File: src/rtl/boot_inj_pkg.sv
package boot_inj_pkg;

    localparam int WORD_W = 32;

    // Branch encoding: always-condition plus branch opcode in the top byte
    localparam logic [3:0] COND_ALWAYS = 4'hE;
    localparam logic [3:0] OP_BRANCH   = 4'hA;
    localparam int         OFFSET_W    = 24;
    localparam int         PC_AHEAD    = 8;

    typedef logic [WORD_W-1:0] word_t;

    typedef enum logic [1:0] {
        ST_ARMED    = 2'd0,
        ST_WAIT_RSP = 2'd1,
        ST_PASS     = 2'd2
    } inj_state_e;

endpackage

File: src/rtl/boot_strap_latch.sv
module boot_strap_latch #(
    parameter int               SEL_W    = 2,
    parameter logic [SEL_W-1:0] EXT_CODE = 2'b01
) (
    input  logic             clk,
    input  logic             rst,
    input  logic [SEL_W-1:0] sel_i,
    input  logic             gp_i,
    output logic             ext_o
);

    logic ext_q;

    // Tracks the pins during reset; frozen once reset is released
    always_ff @(posedge clk) begin
        if (rst) begin
            ext_q <= gp_i && (sel_i == EXT_CODE);
        end
    end

    assign ext_o = ext_q;

endmodule

File: src/rtl/boot_branch_encoder.sv
module boot_branch_encoder
    import boot_inj_pkg::*;
(
    input  word_t target_i,
    input  word_t fetch_addr_i,
    output word_t word_o
);

    word_t pc_view;
    word_t byte_delta;

    always_comb begin
        pc_view    = fetch_addr_i + word_t'(PC_AHEAD);
        byte_delta = target_i - pc_view;
        word_o     = {COND_ALWAYS, OP_BRANCH, byte_delta[OFFSET_W+1:2]};
    end

endmodule

File: src/rtl/boot_fetch_fsm.sv
module boot_fetch_fsm
    import boot_inj_pkg::*;
(
    input  logic  clk,
    input  logic  rst,
    input  logic  fetch_fire_i,
    input  logic  rsp_valid_i,
    input  word_t fetch_addr_i,
    output logic  inject_o,
    output logic  done_o,
    output word_t first_addr_o
);

    inj_state_e state_q;
    inj_state_e state_d;
    word_t      first_addr_q;

    // State register
    always_ff @(posedge clk) begin
        if (rst) begin
            state_q <= ST_ARMED;
        end else begin
            state_q <= state_d;
        end
    end

    // Address of the first accepted fetch
    always_ff @(posedge clk) begin
        if (rst) begin
            first_addr_q <= '0;
        end else if (state_q == ST_ARMED && fetch_fire_i) begin
            first_addr_q <= fetch_addr_i;
        end
    end

    // Next state
    always_comb begin
        state_d = state_q;
        unique case (state_q)
            ST_ARMED:    if (fetch_fire_i) state_d = ST_WAIT_RSP;
            ST_WAIT_RSP: if (rsp_valid_i)  state_d = ST_PASS;
            ST_PASS:     state_d = ST_PASS;
            default:     state_d = ST_ARMED;
        endcase
    end

    // Outputs
    always_comb begin
        inject_o = 1'b0;
        done_o   = 1'b0;
        unique case (state_q)
            ST_ARMED:    ;
            ST_WAIT_RSP: inject_o = rsp_valid_i;
            ST_PASS:     done_o   = 1'b1;
            default:     ;
        endcase
    end

    assign first_addr_o = first_addr_q;

endmodule

File: src/rtl/boot_branch_injector.sv
module boot_branch_injector
    import boot_inj_pkg::*;
#(
    parameter int               SEL_W     = 2,
    parameter logic [SEL_W-1:0] EXT_CODE  = 2'b01,
    parameter word_t            ROM_ENTRY = 32'h0000_4000,
    parameter word_t            EXT_BASE  = 32'h0200_0000
) (
    input  logic             clk,
    input  logic             por_n,
    input  logic             warm_rst_n,
    input  logic             max_rst_n,
    input  logic [SEL_W-1:0] boot_sel_i,
    input  logic             gp_device_i,
    input  logic             core_fetch_valid_i,
    input  logic [31:0]      core_fetch_addr_i,
    output logic             core_fetch_ready_o,
    output logic             mem_fetch_valid_o,
    output logic [31:0]      mem_fetch_addr_o,
    input  logic             mem_fetch_ready_i,
    input  logic             mem_rsp_valid_i,
    input  logic [31:0]      mem_rsp_data_i,
    output logic             core_rsp_valid_o,
    output logic [31:0]      core_rsp_data_o,
    output logic             override_done_o
);

    logic  rst_any;
    logic  ext_boot_q;
    logic  fetch_fire;
    logic  inject;
    word_t first_addr;
    word_t target;
    word_t branch_word;

    assign rst_any    = !(por_n && warm_rst_n && max_rst_n);
    assign fetch_fire = core_fetch_valid_i && mem_fetch_ready_i;

    boot_strap_latch #(
        .SEL_W    (SEL_W),
        .EXT_CODE (EXT_CODE)
    ) u_strap (
        .clk   (clk),
        .rst   (rst_any),
        .sel_i (boot_sel_i),
        .gp_i  (gp_device_i),
        .ext_o (ext_boot_q)
    );

    boot_fetch_fsm u_fsm (
        .clk          (clk),
        .rst          (rst_any),
        .fetch_fire_i (fetch_fire),
        .rsp_valid_i  (mem_rsp_valid_i),
        .fetch_addr_i (core_fetch_addr_i),
        .inject_o     (inject),
        .done_o       (override_done_o),
        .first_addr_o (first_addr)
    );

    assign target = ext_boot_q ? EXT_BASE : ROM_ENTRY;

    boot_branch_encoder u_enc (
        .target_i     (target),
        .fetch_addr_i (first_addr),
        .word_o       (branch_word)
    );

    // Request side: straight through
    assign mem_fetch_valid_o  = core_fetch_valid_i;
    assign mem_fetch_addr_o   = core_fetch_addr_i;
    assign core_fetch_ready_o = mem_fetch_ready_i;

    // Response side: one-time substitution
    assign core_rsp_valid_o = mem_rsp_valid_i;
    assign core_rsp_data_o  = inject ? branch_word : mem_rsp_data_i;

endmodule

File: config.mk
export PLATFORM = sky130hd
export DESIGN_NAME = boot_branch_injector
export DESIGN_NICKNAME = d
export VERILOG_FILES = /design/src/rtl/boot_inj_pkg.sv /design/src/rtl/boot_strap_latch.sv /design/src/rtl/boot_branch_encoder.sv /design/src/rtl/boot_fetch_fsm.sv /design/src/rtl/boot_branch_injector.sv
export SDC_FILE = /design/constraint.sdc
export NUM_CORES = 1
export LEC_CHECK = 0
export ABC_AREA = 1
export BUFFER_PORTS_ARGS = -buffer_cell sky130_fd_sc_hd__buf_4
export CAP_MARGIN = 10
export CORE_MARGIN = 2
export CORE_UTILIZATION = 50
export DETAILED_ROUTE_END_ITERATION = 12
export GPL_ROUTABILITY_DRIVEN = 0
export GPL_TIMING_DRIVEN = 0
export PLACE_DENSITY = 0.84
export SYNTH_ARGS = -nofsm -noshare
export SYNTH_HDL_FRONTEND = slang
export SYNTH_HIERARCHICAL = 1
export SYNTH_SLANG_ARGS = --single-unit
File: constraint.sdc
create_clock -name clk -period 3.9 [get_ports clk]
set_input_delay 0.39 -clock clk [delete_from_list [all_inputs] [get_ports clk]]
set_output_delay 0.39 -clock clk [all_outputs]
set_load 0.005 [all_outputs]
==> results.md <==
- Post-synthesis instance total: roughly 740
- Max IR drop VDD: 0.000192 V
- DIE HEIGHT: 97.3 um
- Vias in the first global route: 4186
- Pin count of the biggest net entering global routing: 11
- Dpl ws: about 1.1 ns
- Share of layout cells above drive strength 1: 0.265
- Placed Area: around 5600 um2
- Sw power: 0.376 mW
- Internal: 0.670 mW
- Clock sinks: 29
- Setup violations, final: 0
- DRT Wirelength: slightly below 10000 um
- Hold path endpoint: u_fsm/first_addr_o[0]$_SDFFE_PP0P_
- H-tree Lvls: 2
- CTS Hold Bufs: 0
- RSZ-0062 raised after global routing: no
- Drt pass-1 iters: 4
- Grt ovf: 0
- Worst Skew: ~0.0027 ns
- # fillers: 854
- P per Cell Area: 184 nW/um2
- Lkg Pwr: roughly 3.3 nW
- I/O pin total: 142
- Nets: 1041
- Hpwl dp: 8630 um
- Min Tclk post-route: 3.07 ns
- Crit path max fanout: 3
- Startpoint Class: flop
- Die outline width: 97.3 um
- Final TNS setup: 0 ns
- Hold depth: 3
- Clock latency on the worst-skew pair: ~0.28 ns
- Clock Pin Slew Worst Setup and Hold Paths: 0.06 ns
- Status: completed
- CTS tree: built
- R2r endpoint: u_fsm/first_addr_o[13]$_SDFFE_PP0P_
- Setup ws final: 0.825 ns
- Reg-to-Reg Start: u_fsm/state_q[0]$_SDFFE_PP0P_
- Final antenna-violating net count: 0
- Buffers on Ports: 135
- GRT Total Usage: 0.206
- Ys Warns: 6
- Postcts setup bufs: 0
- CTS root buffer: clkbuf_8
- Drt drc: 0
- Share of power burned in registers: 0.295
- DIE AREA: 9470 um2
- Synth Area per Inst: 5.85 um2
- Crit end category: primary output
- Maximum clock path buffer count: 2
- Via-to-Cell Ratio: 4.47
- Finished Cell Area: 5690 um2
- Sw frac: 0.359
- Initial drt markers: 129
- Final hold slack: 0.360 ns
- Max cap viols: 0
- CP required: 3.51 ns
- N_diodes: 0
- Avg WL per Cell: 9.52 um
- Starting density of the core: 0.507
- Period utilization: 0.788
- Hold Vio Cnt, Final: 0
- Cell Rows: 34
- Core ar.: roughly 8600 um2
- CTS Buf Count: 5
- Final Max Slew Viols: 0
- Hold_sp: core_fetch_addr_i[0]
- Clock power share: 0.224
- Mapped cell area: 4350 um2
- Flop2flop setup slack: 2.58 ns
- Comb pwr share: 0.481
- Detailed-route via count: 4580
- Worst hold path type: primary input to flop
- Fmax: 325 MHz
- Arr. time, crit path: between 2 and 3 ns
- Crit Path Class: flop to primary output
- P&R area growth vs syn: 30.8%
- Antenna violations before repair: 0
- R2R cell count: 6
- Global-route wire length before repair: between 15000 and 20000 um
- CTS resizes: 0
[power by group through the flow]
stage                     registers, mW  clock network [mW]  logic (mW)
final                             0.308               0.235       0.503
after global routing              0.309               0.250       0.571
after CTS                         0.308               0.239       0.503
after detailed placement          0.315                   0       0.501
after global placement            0.315                   0       0.492
after floorplan                   0.314                   0       0.323
[layout by cell type (no fill, tap or decap)]
| cell type | count |
|---|---|
| a21boi_2 | 1 |
| a21oi_1 | 16 |
| a21oi_2 | 1 |
| and2_1 | 2 |
| and2_4 | 1 |
| buf_12 | 1 |
| buf_4 | 178 |
| buf_6 | 6 |
| clkbuf_1 | 3 |
| clkbuf_2 | 4 |
| clkbuf_8 | 8 |
| clkinv_2 | 3 |
| conb_1 | 32 |
| dfxtp_1 | 28 |
| edfxtp_1 | 1 |
| fa_1 | 1 |
| ha_1 | 51 |
| inv_1 | 151 |
| inv_4 | 1 |
| inv_8 | 1 |
| nand2_1 | 237 |
| nand2_2 | 24 |
| nand3_1 | 25 |
| nand3_2 | 4 |
| nand3b_1 | 2 |
| nand4_1 | 6 |
| nor2_1 | 73 |
| nor2_2 | 5 |
| nor2_4 | 4 |
| nor3_2 | 1 |
| nor4_1 | 2 |
| o21ai_0 | 26 |
| o21ai_1 | 1 |
| o21bai_1 | 2 |
| xnor2_1 | 2 |
| xor2_1 | 12 |
[routing by layer]
layer  track usage  up-vias  part of all wire
met5             0        -                 0
met4        0.0566        0             0.018
met3        0.0259       14             0.062
met2         0.366      132              0.46
met1         0.261     1948              0.46
li1              -     2486                 -
[area by class of cell]
cell class	count	area, um2	area share
Sequential cell	29	591	0.104
Inverter	154	589	0.104
Buffer	59	479	0.0842
Multi-Input combinational cell	531	2800	0.492
Clock buffer	6	72.6	0.0127
Timing Repair Buffer	135	1010	0.178
Clock inverter	2	10.0	0.00176
Tap cell	108	135	0.0237
[worst max-delay path: stages, from the launching register on]
cell and delay [ns]:
dfxtp_1 0.34, inv_1 0.07, ha_1 0.32, a21boi_2 0.19
fa_1 0.44, nand3_1 0.11, nand3_1 0.13, nand2_1 0.16
nand2_2 0.10, a21oi_1 0.16, xor2_1 0.15, nand2_1 0.07
nand2_1 0.08, buf_4 0.11
[flip-flops by register name, indices dropped and copies added, names as in the netlist]
register	cells
u_fsm/first_addr_o	26
u_fsm/state_q	2
u_strap/ext_o	1
[worst max-delay path by stage]
| stage | slack (ns) | start | end | cells after the start |
|---|---|---|---|---|
| global placement | 1.15 | u_fsm/first_addr_o[1]$_SDFFE_PP0P_ | core_rsp_data_o[15] | 13 |
| detailed placement | 1.13 | u_fsm/first_addr_o[1]$_SDFFE_PP0P_ | core_rsp_data_o[15] | 13 |
| global route | 0.63 | u_fsm/first_addr_o[1]$_SDFFE_PP0P_ | core_rsp_data_o[15] | 13 |
| CTS | 0.82 | u_fsm/first_addr_o[1]$_SDFFE_PP0P_ | core_rsp_data_o[15] | 13 |
| finish | 0.83 | u_fsm/first_addr_o[1]$_SDFFE_PP0P_ | core_rsp_data_o[15] | 13 |
| floorplan | 1.48 | u_fsm/first_addr_o[1]$_SDFFE_PP0P_ | core_rsp_data_o[15] | 12 |
[through the flow]
stage	power, mW	utilization	instances
finish	1.05	0.662	1024
global route	1.13	0.662	1024
CTS	1.05	0.662	1024
detailed placement	0.816	0.653	1016
global placement	0.807	0.653	1016
floorplan	0.637	-	773
Note: power is estimated with default switching activity, not from simulation.
